## config.mk

```make
export PLATFORM = sky130hd
export DESIGN_NAME = dc_balance_encoder
export DESIGN_NICKNAME = d
export VERILOG_FILES = /design/src/rtl/dc_balance_encoder.sv
export SDC_FILE = /design/constraint.sdc
export NUM_CORES = 1
export LEC_CHECK = 0
export BUFFER_PORTS_ARGS = -buffer_cell sky130_fd_sc_hd__clkbuf_2
export CORE_ASPECT_RATIO = 2
export CORE_MARGIN = 2
export CORE_UTILIZATION = 52
export CTS_CLUSTER_DIAMETER = 100
export DETAILED_ROUTE_END_ITERATION = 16
export PLACE_DENSITY_LB_ADDON = 0.15
export SETUP_SLACK_MARGIN = 0.15
export SLEW_MARGIN = 40
export SYNTH_ARGS = -nofsm -noshare
export SYNTH_HDL_FRONTEND = slang
export SYNTH_SLANG_ARGS = --single-unit
```

## constraint.sdc

```tcl
create_clock -name clk -period 10.01 [get_ports clk]
set_input_delay 2.002 -clock clk [delete_from_list [all_inputs] [get_ports clk]]
set_output_delay 2.002 -clock clk [all_outputs]
set_load 0.005 [all_outputs]
```

## src/rtl/dc_balance_encoder.sv

```systemverilog
module dc_balance_encoder #(
  parameter int W      = 6,
  parameter int RDW    = 5,
  parameter int RD_MAX = 7,
  parameter int RD_MIN = -6
) (
  input  logic                  clk,
  input  logic                  rst,
  input  logic                  bal_en_i,
  input  logic                  valid_i,
  input  logic [W-1:0]          data_i,
  input  logic                  load_i,
  input  logic signed [RDW-1:0] load_val_i,
  output logic [W:0]            sym_o,
  output logic                  sym_valid_o,
  output logic signed [RDW-1:0] rd_o
);
  localparam int SW = RDW + $clog2(W + 1) + 2;

  logic signed [RDW-1:0] rd_q;
  logic signed [SW-1:0]  wdisp, delta, rd_sum;
  logic                  inv;

  function automatic logic signed [RDW-1:0] clamp(input logic signed [SW-1:0] x);
    if (x > SW'(RD_MAX))      return RDW'(RD_MAX);
    else if (x < SW'(RD_MIN)) return RDW'(RD_MIN);
    else                      return RDW'(x);
  endfunction

  always_comb begin
    wdisp = '0;
    for (int i = 0; i < W; i++)
      wdisp = data_i[i] ? wdisp + SW'(1) : wdisp - SW'(1);
  end

  assign inv    = bal_en_i && ((rd_q == 0) || ((rd_q > 0) ? (wdisp > 0) : (wdisp <= 0)));
  assign delta  = inv ? (SW'(1) - wdisp) : (wdisp - SW'(1));
  assign rd_sum = SW'(rd_q) + delta;

  always_ff @(posedge clk) begin
    if (rst) begin
      rd_q        <= '0;
      sym_o       <= '0;
      sym_valid_o <= 1'b0;
    end else begin
      sym_valid_o <= valid_i;
      if (valid_i) sym_o <= {inv, data_i ^ {W{inv}}};
      if (load_i)                   rd_q <= clamp(SW'(load_val_i));
      else if (valid_i && bal_en_i) rd_q <= clamp(rd_sum);
    end
  end

  assign rd_o = rd_q;

  AST_RD_RANGE: assert property (@(posedge clk) disable iff (rst)
    (rd_q >= RD_MIN) && (rd_q <= RD_MAX));

  AST_OFF_PLAIN: assert property (@(posedge clk) disable iff (rst)
    (valid_i && !bal_en_i) |=> (!sym_o[W] && sym_o[W-1:0] == $past(data_i)));

  AST_OFF_HOLD: assert property (@(posedge clk) disable iff (rst)
    (!load_i && !(valid_i && bal_en_i)) |=> $stable(rd_q));

  AST_ZERO_INVERTS: assert property (@(posedge clk) disable iff (rst)
    (valid_i && bal_en_i && rd_q == 0) |=> sym_o[W]);

  AST_VALID_FOLLOWS: assert property (@(posedge clk) disable iff (rst)
    valid_i |=> sym_valid_o);

  AST_VALID_DROPS: assert property (@(posedge clk) disable iff (rst)
    !valid_i |=> (!sym_valid_o && $stable(sym_o)));

  AST_LOAD_WINS: assert property (@(posedge clk) disable iff (rst)
    (load_i && load_val_i >= RD_MIN && load_val_i <= RD_MAX) |=> (rd_q == $past(load_val_i)));
endmodule

```

# --- Yosys cells after proc, flatten, opt, wreduce, memory -nomap -nowiden ---
# Index checks and enable logic that the tools add are counted.
classes:
  bitwise_logic: 1
  reduce_logical: 5
  n_div: 0
  n_mul: 0
  muxes: 14
  magnitude_cmp: 7
  n_eq_ne: 0
  shifts: 0
  add_sub_neg: 13
op_table:
  columns: ["cell", "count"]
  rows:
  - ["$mux W10", 7]
  - ["$sub A10 B2 Y10 const B", 6]
  - ["$add A10 B2 Y10 const B", 5]
  - ["$logic_not A32 Y1", 1]
  - ["$mux W5", 6]
  - ["$add A5 B10 Y10", 1]
  - ["$gt A10 B1 Y1 const B", 1]
  - ["$gt A10 B4 Y1 const B", 1]
  - ["$le A10 B1 Y1 const B", 1]
  - ["$lt A10 B4 Y1 const B", 1]
  - ["$sub A2 B10 Y10 const A", 1]
  - ["$xor A6 B6 Y6", 1]
  - ["$gt A5 B1 Y1 const B", 1]
  - ["$gt A5 B4 Y1 const B", 1]
  - ["$lt A5 B4 Y1 const B", 1]
  - ["$logic_and A1 B1 Y1", 2]
  - ["$reduce_bool A2 Y1", 1]
  - ["$logic_or A1 B1 Y1", 1]
  - ["$mux W1", 1]
totals:
  out_inout_bits: 13
  memories: 0
  ff_bits: 13
  mem_bits_rw: 0
  latchBits: 0
  in_bits: 16
  wordCells: 43
  mem_bits_ro: 0

# --- Depth between registers and ports, before layout ---
# Gate-level depths: netlist (run 1).
logic_depth:
  depth_word: 22
  depth_mapped: 36
  mapped_depth_nobuf: 34

# --- Worst setup path before layout (run 1) ---
# OpenSTA, ideal clock, no wires.
synth_path:
  path_type: "in2reg"
  start: "input data_i[0]"
  end: "register rd_q[2], in the netlist rd_o[2]"
  required_ns: 9.868
  arrival_time_ns: 8.927
  path_buffers: 2
  setup_ns: 0.142
  slack_ns: 0.941
  path_stages: 33
  cell_sequence: "inv_1 > fa_1 > inv_1 > ha_1 > o21ai_0 > nand2b_1 > fa_1 > ha_1 > a21oi_1 > o21ai_0 > a21oi_1 > xnor2_1 > ha_1 > o21ai_0 > a21oi_1 > a211oi_2 > xnor2_1 > and3b_1 > buf_2 > or4_1 > buf_2 > nand2_4 > xor2_1 > ha_1 > a21oi_1 > o21ai_0 > o221ai_1 > o21ai_0 > xor2_1 > xor2_1 > or4_4 > a31oi_1 > a41oi_1"
synth_via:
  elab_chain_cells: 22
  word_cells_on_any_way: 31
  classes_between: "add/sub (13); order compare (4); mux (12); reduce/logical (2)"
synth_rtl:
  columns: ["item", "line", "source"]
  rows:
  - ["from (decl)", "11", "input logic [W-1:0] data_i,"]
  - ["$mux W10 *", "33", "wdisp = data_i[i] ? wdisp + SW'(1) : wdisp - SW'(1);"]
  - ["$sub A10 B2 Y10 / $add A10 B2 Y10 (equally long branches)", "33", null]
  - ["$mux W10 *", "33", null]
  - ["$sub A10 B2 Y10 / $add A10 B2 Y10 (equally long branches)", "33", null]
  - ["$mux W10 *", "33", null]
  - ["$sub A10 B2 Y10 / $add A10 B2 Y10 (equally long branches)", "33", null]
  - ["$mux W10 *", "33", null]
  - ["$sub A10 B2 Y10 / $add A10 B2 Y10 (equally long branches)", "33", null]
  - ["[6 not listed]", null, null]
  - ["$logic_and A1 B1 Y1", "36", "assign inv = bal_en_i && ((rd_q == 0) || ((rd_q > 0) ? (wdisp > 0) : (wdisp <= 0)));"]
  - ["$mux W10 *", "37", "assign delta = inv ? (SW'(1) - wdisp) : (wdisp - SW'(1));"]
  - ["$add A5 B10 Y10 *", "38", "assign rd_sum = SW'(rd_q) + delta;"]
  - ["$lt A10 B4 Y1", "26", "else if (x < SW'(RD_MIN)) return RDW'(RD_MIN);"]
  - ["$mux W5", "26", null]
  - ["$mux W5 *", "25", "if (x > SW'(RD_MAX)) return RDW'(RD_MAX);"]
  - ["$mux W5 *", "49", "else if (valid_i && bal_en_i) rd_q <= clamp(rd_sum);"]
  - ["$mux W5 *", "48", "if (load_i) rd_q <= clamp(SW'(load_val_i));"]
  - ["to (signal assigned)", "48", null]
  - ["to (signal assigned)", "49", null]
  - ["to (decl)", "20", "logic signed [RDW-1:0] rd_q;"]
# Every way passes the cells marked *; elsewhere a longest branch is shown, timed or not. The select of a mux whose other input is x is not followed.
# A chain may end at the register's enable or synchronous reset.

# --- Final worst setup path (run 1) ---
layout_path:
  start: "input data_i[0]"
  end: "register rd_q[1], in the netlist rd_o[1]"
# Same word-level chain as after synthesis.

==> results of run 1 <==
==> cells in the mapped netlist (5+ instances only) <==
cell type  instances
a21oi_1           31
dfxtp_1           13
fa_1               7
ha_1              33
inv_1             32
nand2_1           12
nand2b_1          14
nor2_1            15
nor3_1            12
nor4_1             6
o21a_1             5
o21ai_0           22
o31ai_1            5
or3_1              9
xnor2_1           21
xor2_1            12
==> final cells by class <==
cell class / instances / area share, %
sequential: 13 / 9.35
clock buffer: 4 / 1.62
inverter: 32 / 4.32
tap: 55 / 2.47
multi-input combinational: 270 / 76.7
timing repair buffer: 30 / 5.58
==> power groups by stage <==
| stage | clock network [W] | logic (W) | registers (W) |
|---|---|---|---|
| after floorplan | 0 | 0.000731 | 0.0000716 |
| after global routing | 0.0000485 | 0.00102 | 0.0000746 |
| after global placement | 0 | 0.000875 | 0.0000742 |
| final | 0.0000453 | 0.000911 | 0.0000734 |
| after CTS | 0.0000455 | 0.000896 | 0.0000732 |
| after detailed placement | 0 | 0.000892 | 0.0000743 |
==> registers in the layout, indices dropped and copies added, names as in the netlist <==
register	count
sym_o	7
rd_o	5
sym_valid_o	1
==> worst max-delay path, delay by kind of cell <==
family	cells	cell delay [ns]
buffers and inverters	4	0.39
adders and majority gates	6	2.22
xor gates and xnor gates	3	0.44
AOI/OAI and AO/OA	10	1.61
and+or+nand+nor	11	2.67
==> layout by cell type (no fill, tap or decap), types with 7 or more instances in the layout <==
| cell | count |
|---|---|
| dfxtp_1 | 13 |
| ha_1 | 33 |
| nand2b_1 | 14 |
| a21oi_1 | 29 |
| xnor2_1 | 21 |
| clkbuf_2 | 28 |
| or3_1 | 9 |
| xor2_1 | 12 |
| inv_1 | 32 |
| fa_1 | 7 |
| nor3_1 | 12 |
| nor2_1 | 15 |
| nand2_1 | 12 |
| o21ai_0 | 19 |
==> final timing paths <==
kind	endpoint	slack, ns	depth (start not counted)
worst max-delay path	rd_o[1]	0.76	34
worst min-delay path	sym_o[2]	0.48	2
worst min register to register	sym_o[2]	0.48	2
worst max register to register	rd_o[1]	5.90	15
==> metrics by stage <==
stage | setup WS [ns] | cells | utilization, % | hold slack [ns] | power [W]
floorplan | 0.941 | 321 | - | 0.462 | 0.000803
global placement | 0.373 | 400 | 58.5 | 0.458 | 0.000949
detailed placement | 0.173 | 400 | 58.6 | 0.474 | 0.000966
CTS | 0.420 | 404 | 59.6 | 0.480 | 0.00101
global route | 0.173 | 404 | 59.9 | 0.509 | 0.00114
finish | 0.761 | 404 | 59.9 | 0.478 | 0.00103
==> metal layers <==
layer / vias to the layer above / GRT usage [%]
li1: 1229 / -
met1: 1117 / 21.9
met2: 26 / 45.0
met3: 4 / 0.870
met4: 0 / 3.94
met5: - / 0
==> kinds of logic after synthesis <==
| kind of cell | after synthesis | share of synthesized area [%] |
|---|---|---|
| mux | 1 | 0.397 |
| simple gates | 99 | 23.6 |
| fa+ha+maj | 40 | 21.9 |
| buf+inv | 38 | 6.05 |
| flops | 13 | 10.3 |
| xor+xnor | 33 | 11.5 |
| compound gates | 97 | 26.2 |
==> repair_timing <==
action / in CTS / in global routing
setup endpoints to repair: 0 / 5
buffers inserted: 0 / 0
endpoints found under the hold margin: 0 / 0
gates resized for setup: 0 / 7
==> impl_metrics.tcl, run 1 <==
set metrics [dict create \
    ctsRootBufferMaster "clkbuf_8" \
    highest_layer "met4" \
    yosys_warnings 0 \
    clkTransAtPathRegs_ns 0.05 \
    synth-main-ff-cell "dfxtp_1" \
    p_int_w 0.000494 \
    dp_hpwl_um 4850 \
    report.final.slew_viol_count 0 \
    wl_per_cell_um 14.0 \
    crit_slowest_cell "or4_4" \
    register_area_um2 260 \
    cp-start-kind "primary input" \
    final_hold_viol_count 0 \
    swShare_pct 52.0 \
    finalWirelength_um 5670 \
    syn_inst 321 \
    power_frac_seq_pct 7.1 \
    rsz0062_at_grt "no" \
    drt_iter0_drc 32 \
    nets 406 \
    setup-violations-final 0 \
    antenna_found_initial 0 \
    grt_pass1_wl_um 9250 \
    grt.total_usage_pct 21.5 \
    ant_nets 0 \
    port-buffer-count 28 \
    hold_start "sym_o[2]" \
    fin_area_mm2 0.00278 \
    cts_hold_buf 0 \
    cts_max_level 1 \
    relSlewSlack_pct 57.8 \
    dieArea_mm2 0.00546 \
    wl_met2_um 3300 \
    clockPowerShare_pct 4.4 \
    max-vdd-ir-drop_mv 0.312 \
    ys_ff_latch 13 \
    crit_fanout 8 \
    clock-sinks 13 \
    syn_area_per_cell_um2 7.86 \
    clock_skew_ns 0.00150 \
    wl_met3_um 69 \
    firstDrtPassIters 4 \
    pwr_density_cell_mw_per_mm2 370 \
    synthArstFlopShare_pct 0 \
    multi_input_area_mm2 0.00213 \
    io_pins 29 \
    num_antenna_cells 0 \
    clock_latency_ns 0.23 \
    worstReg2RegStart "rd_o[4]" \
    area_growth_syn_to_layout_pct 10.3 \
    required_ns 10.12 \
    crit_start "data_i[0]" \
    path_class "in2reg" \
    die_x_um 53.3 \
    hold_class "reg2reg" \
    numCtsBuffers 3 \
    post-route-period-util_pct 92.4 \
    met1Wirelength_um 2260 \
    min_period_ns 9.25 \
    cts_buffer_depth 2 \
    syn-cell-area_mm2 0.00252 \
    overflow 0 \
    cp.arrival_ns 9.36 \
    synth_area_leader_cell "ha_1" \
    routabilityCongestion 0.810 \
    grt_max_degree 19 \
    drc_errors 0 \
    core_area_mm2 0.00464 \
    tns_ns 0 \
    syn-num-nets 377 \
    fillers 464 \
    synth_edf_count 0 \
    cap_viol_max_count 0 \
    final_layout_size_suffix_gt1_share_pct 14.9 \
    status "finished, final reports clean" \
    power_leakage_nw 1.24 \
    synth_cell_types 64 \
    placed_area_mm2 0.00272 \
    grt_pass1_vias 2199 \
    worst_pin_slew_ns 0.626 \
    pwr-share-comb_pct 88.5 \
    cpMostUsedCell "ha_1" \
    start_util_pct 54.3 \
    viasPerCell 5.88 \
    synth_area_leaders "ha_1 (16%), dfxtp_1 (10%), xnor2_1 (7.3%)" \
    max_stage_delay_ns 0.59 \
    worst_setup_path_end_kind "register" \
    die_h_um 102 \
    synth_top_area_share_pct 16.4 \
    cts_tree "done" \
    vias 2376 \
    synth_seq_area_share_pct 10.3 \
    max_freq_mhz 108 \
    rows 35 \
    p_sw_w 0.000536 \
]
Note: power is estimated with default switching activity, not from simulation.
==> run 2, diff against run 1 <==
--- a/config.mk
+++ b/config.mk
@@ -12,6 +12,7 @@
 export CTS_CLUSTER_DIAMETER = 100
 export DETAILED_ROUTE_END_ITERATION = 16
 export PLACE_DENSITY_LB_ADDON = 0.15
+export RECOVER_POWER = 50
 export SETUP_SLACK_MARGIN = 0.15
 export SLEW_MARGIN = 40
 export SYNTH_ARGS = -nofsm -noshare
==> run 2 against run 1 <==
Highest routed layer unchanged. Combinational power about the same. Final cell count stayed put. Register-to-register slack hardly changed. Global-route usage stayed put. Sequential share of layout area about the same. Core utilization fell by 0.24 points. Wire length increased by 0.21%. Critical path depth stayed put. Largest cell class unchanged. Sequential power barely moved. Clock power hardly changed. Design area fell by 0.40%. Flip-flop and latch count is the same.
==> impl_metrics.tcl, run 2 (same netlist as run 1, synthesis figures left out) <==
set metrics [dict create \
    finalPower_w 0.00103 \
    crit_start "data_i[0]" \
    pwr-share-comb_pct 88.5 \
    port-buffer-count 28 \
    wl_per_cell_um 14.1 \
    mostFrequentLayoutCells "ha_1 (33), inv_1 (32), a21oi_1 (29)" \
    final_hold_viol_count 0 \
    clock_skew_ns 0.00170 \
    power_frac_seq_pct 7.1 \
    max_freq_mhz 108 \
    worst_pin_slew_ns 0.619 \
    ctsRootBufferMaster "clkbuf_8" \
    pwr_density_cell_mw_per_mm2 371 \
    grt_pass1_wl_um 9250 \
    cp.arrival_ns 9.36 \
    finalWirelength_um 5690 \
    crit_fanout 8 \
    post-route-period-util_pct 92.4 \
    final_layout_size_suffix_gt1_share_pct 12.3 \
    max-vdd-ir-drop_mv 0.312 \
    hold_start "sym_o[2]" \
    setup-violations-final 0 \
    drt_iter0_drc 26 \
    rsz0062_at_grt "no" \
    ff2ff_path_depth 15 \
    clkTransAtPathRegs_ns 0.05 \
    cp-start-kind "primary input" \
    cts_resized 0 \
    clock_latency_ns 0.23 \
    vias 2371 \
    overflow 0 \
    clockPowerShare_pct 4.4 \
    die_x_um 53.3 \
    clock-sinks 13 \
    die_h_um 102 \
    swShare_pct 52.1 \
    firstDrtPassIters 4 \
    area_growth_syn_to_layout_pct 9.87 \
    largest_register_ffs 7 \
    start_util_pct 54.3 \
    worst_setup_path_end_kind "register" \
    p_int_w 0.000492 \
    num_antenna_cells 0 \
    routabilityCongestion 0.810 \
    nets 406 \
    cpMostUsedCell "ha_1" \
    grt.total_usage_pct 21.5 \
    max_stage_delay_ns 0.59 \
    report.final.slew_viol_count 0 \
    grt_max_degree 19 \
    tns_ns 0 \
    power_leakage_nw 1.21 \
    core_area_mm2 0.00464 \
    dp_hpwl_um 4850 \
    path_class "in2reg" \
    cts_setup_buffers 0 \
    top_register "sym_o" \
    finish.cell_count_without_fillers 404 \
    viasPerCell 5.87 \
    cts_hold_buf 0 \
    cts_max_level 1 \
    rows 35 \
    min_period_ns 9.25 \
    layout_commonest_cell "ha_1" \
    cap_viol_max_count 0 \
    status "finished, final reports clean" \
    p_sw_w 0.000536 \
    drc_errors 0 \
    hold_class "reg2reg" \
    worst_slack_ns 0.759 \
    required_ns 10.12 \
    ant_nets 0 \
    numCtsBuffers 3 \
    worstReg2RegStart "rd_o[4]" \
    crit_slowest_cell "or4_4" \
    relSlewSlack_pct 58.3 \
    io_pins 29 \
    dpl.cell_count 400 \
    antenna_found_initial 0 \
    final_util_pct 59.7 \
    grt_pass1_vias 2199 \
    hold_depth 2 \
    dieArea_mm2 0.00546 \
    cts_buffer_depth 2 \
    cts_tree "done" \
    dpl_worst_slack_ns 0.173 \
]
## run 2: cell counts in the layout (fill, tap and decap cells not counted)
Identical to the previous run, type by type.
## run 2: stage by stage
stage	instance area, um^2	hold WS, ns
2_1_floorplan	2520	0.462
3_3_place_gp	2710	0.458
3_5_place_dp	2720	0.474
4_1_cts	2770	0.480
5_1_grt	2770	0.508
6_report	2770	0.478
## run 2: area by class of cell
class,count,area (um^2)
well taps,55,68.8
clock buffers,4,45.0
inverters,32,120
multi-input cells,270,2130
fillers,469,1870
flip-flops and latches,13,260
repair buffers,30,144
## run 2: power groups by stage
stage,registers (W),logic [W],clock network (W)
after floorplan,0.0000716,0.000731,0
after global placement,0.0000742,0.000875,0
after detailed placement,0.0000743,0.000892,0
after CTS,0.0000732,0.000896,0.0000455
after global routing,0.0000746,0.00102,0.0000485
final,0.0000734,0.000910,0.0000453
## run 2: path summary, 6_finish.rpt
| path | end | slack, ns |
|---|---|---|
| worst max-delay path | rd_o[1] | 0.76 |
| worst min-delay path | sym_o[2] | 0.48 |
| worst max register to register | rd_o[1] | 5.90 |
| worst min register to register | sym_o[2] | 0.48 |
## run 2: layer usage
metal  vias to the layer above  wire (um)  track usage [%]
met4                         0         40             3.94
met5                         -          0                0
met2                        28       3320             45.0
met3                         4         73            0.870
met1                      1112       2260             21.9
li1                       1227          -                -
## run 2: critical path: cells and delay by family
family                   cells  cell delay [ns]
AO/OA/AOI/OAI               10             1.60
XOR/XNOR                     3             0.44
adder cells (fa/ha/maj)      6             2.22
buffers and inverters        4             0.39
AND/OR/NAND/NOR             11             2.67
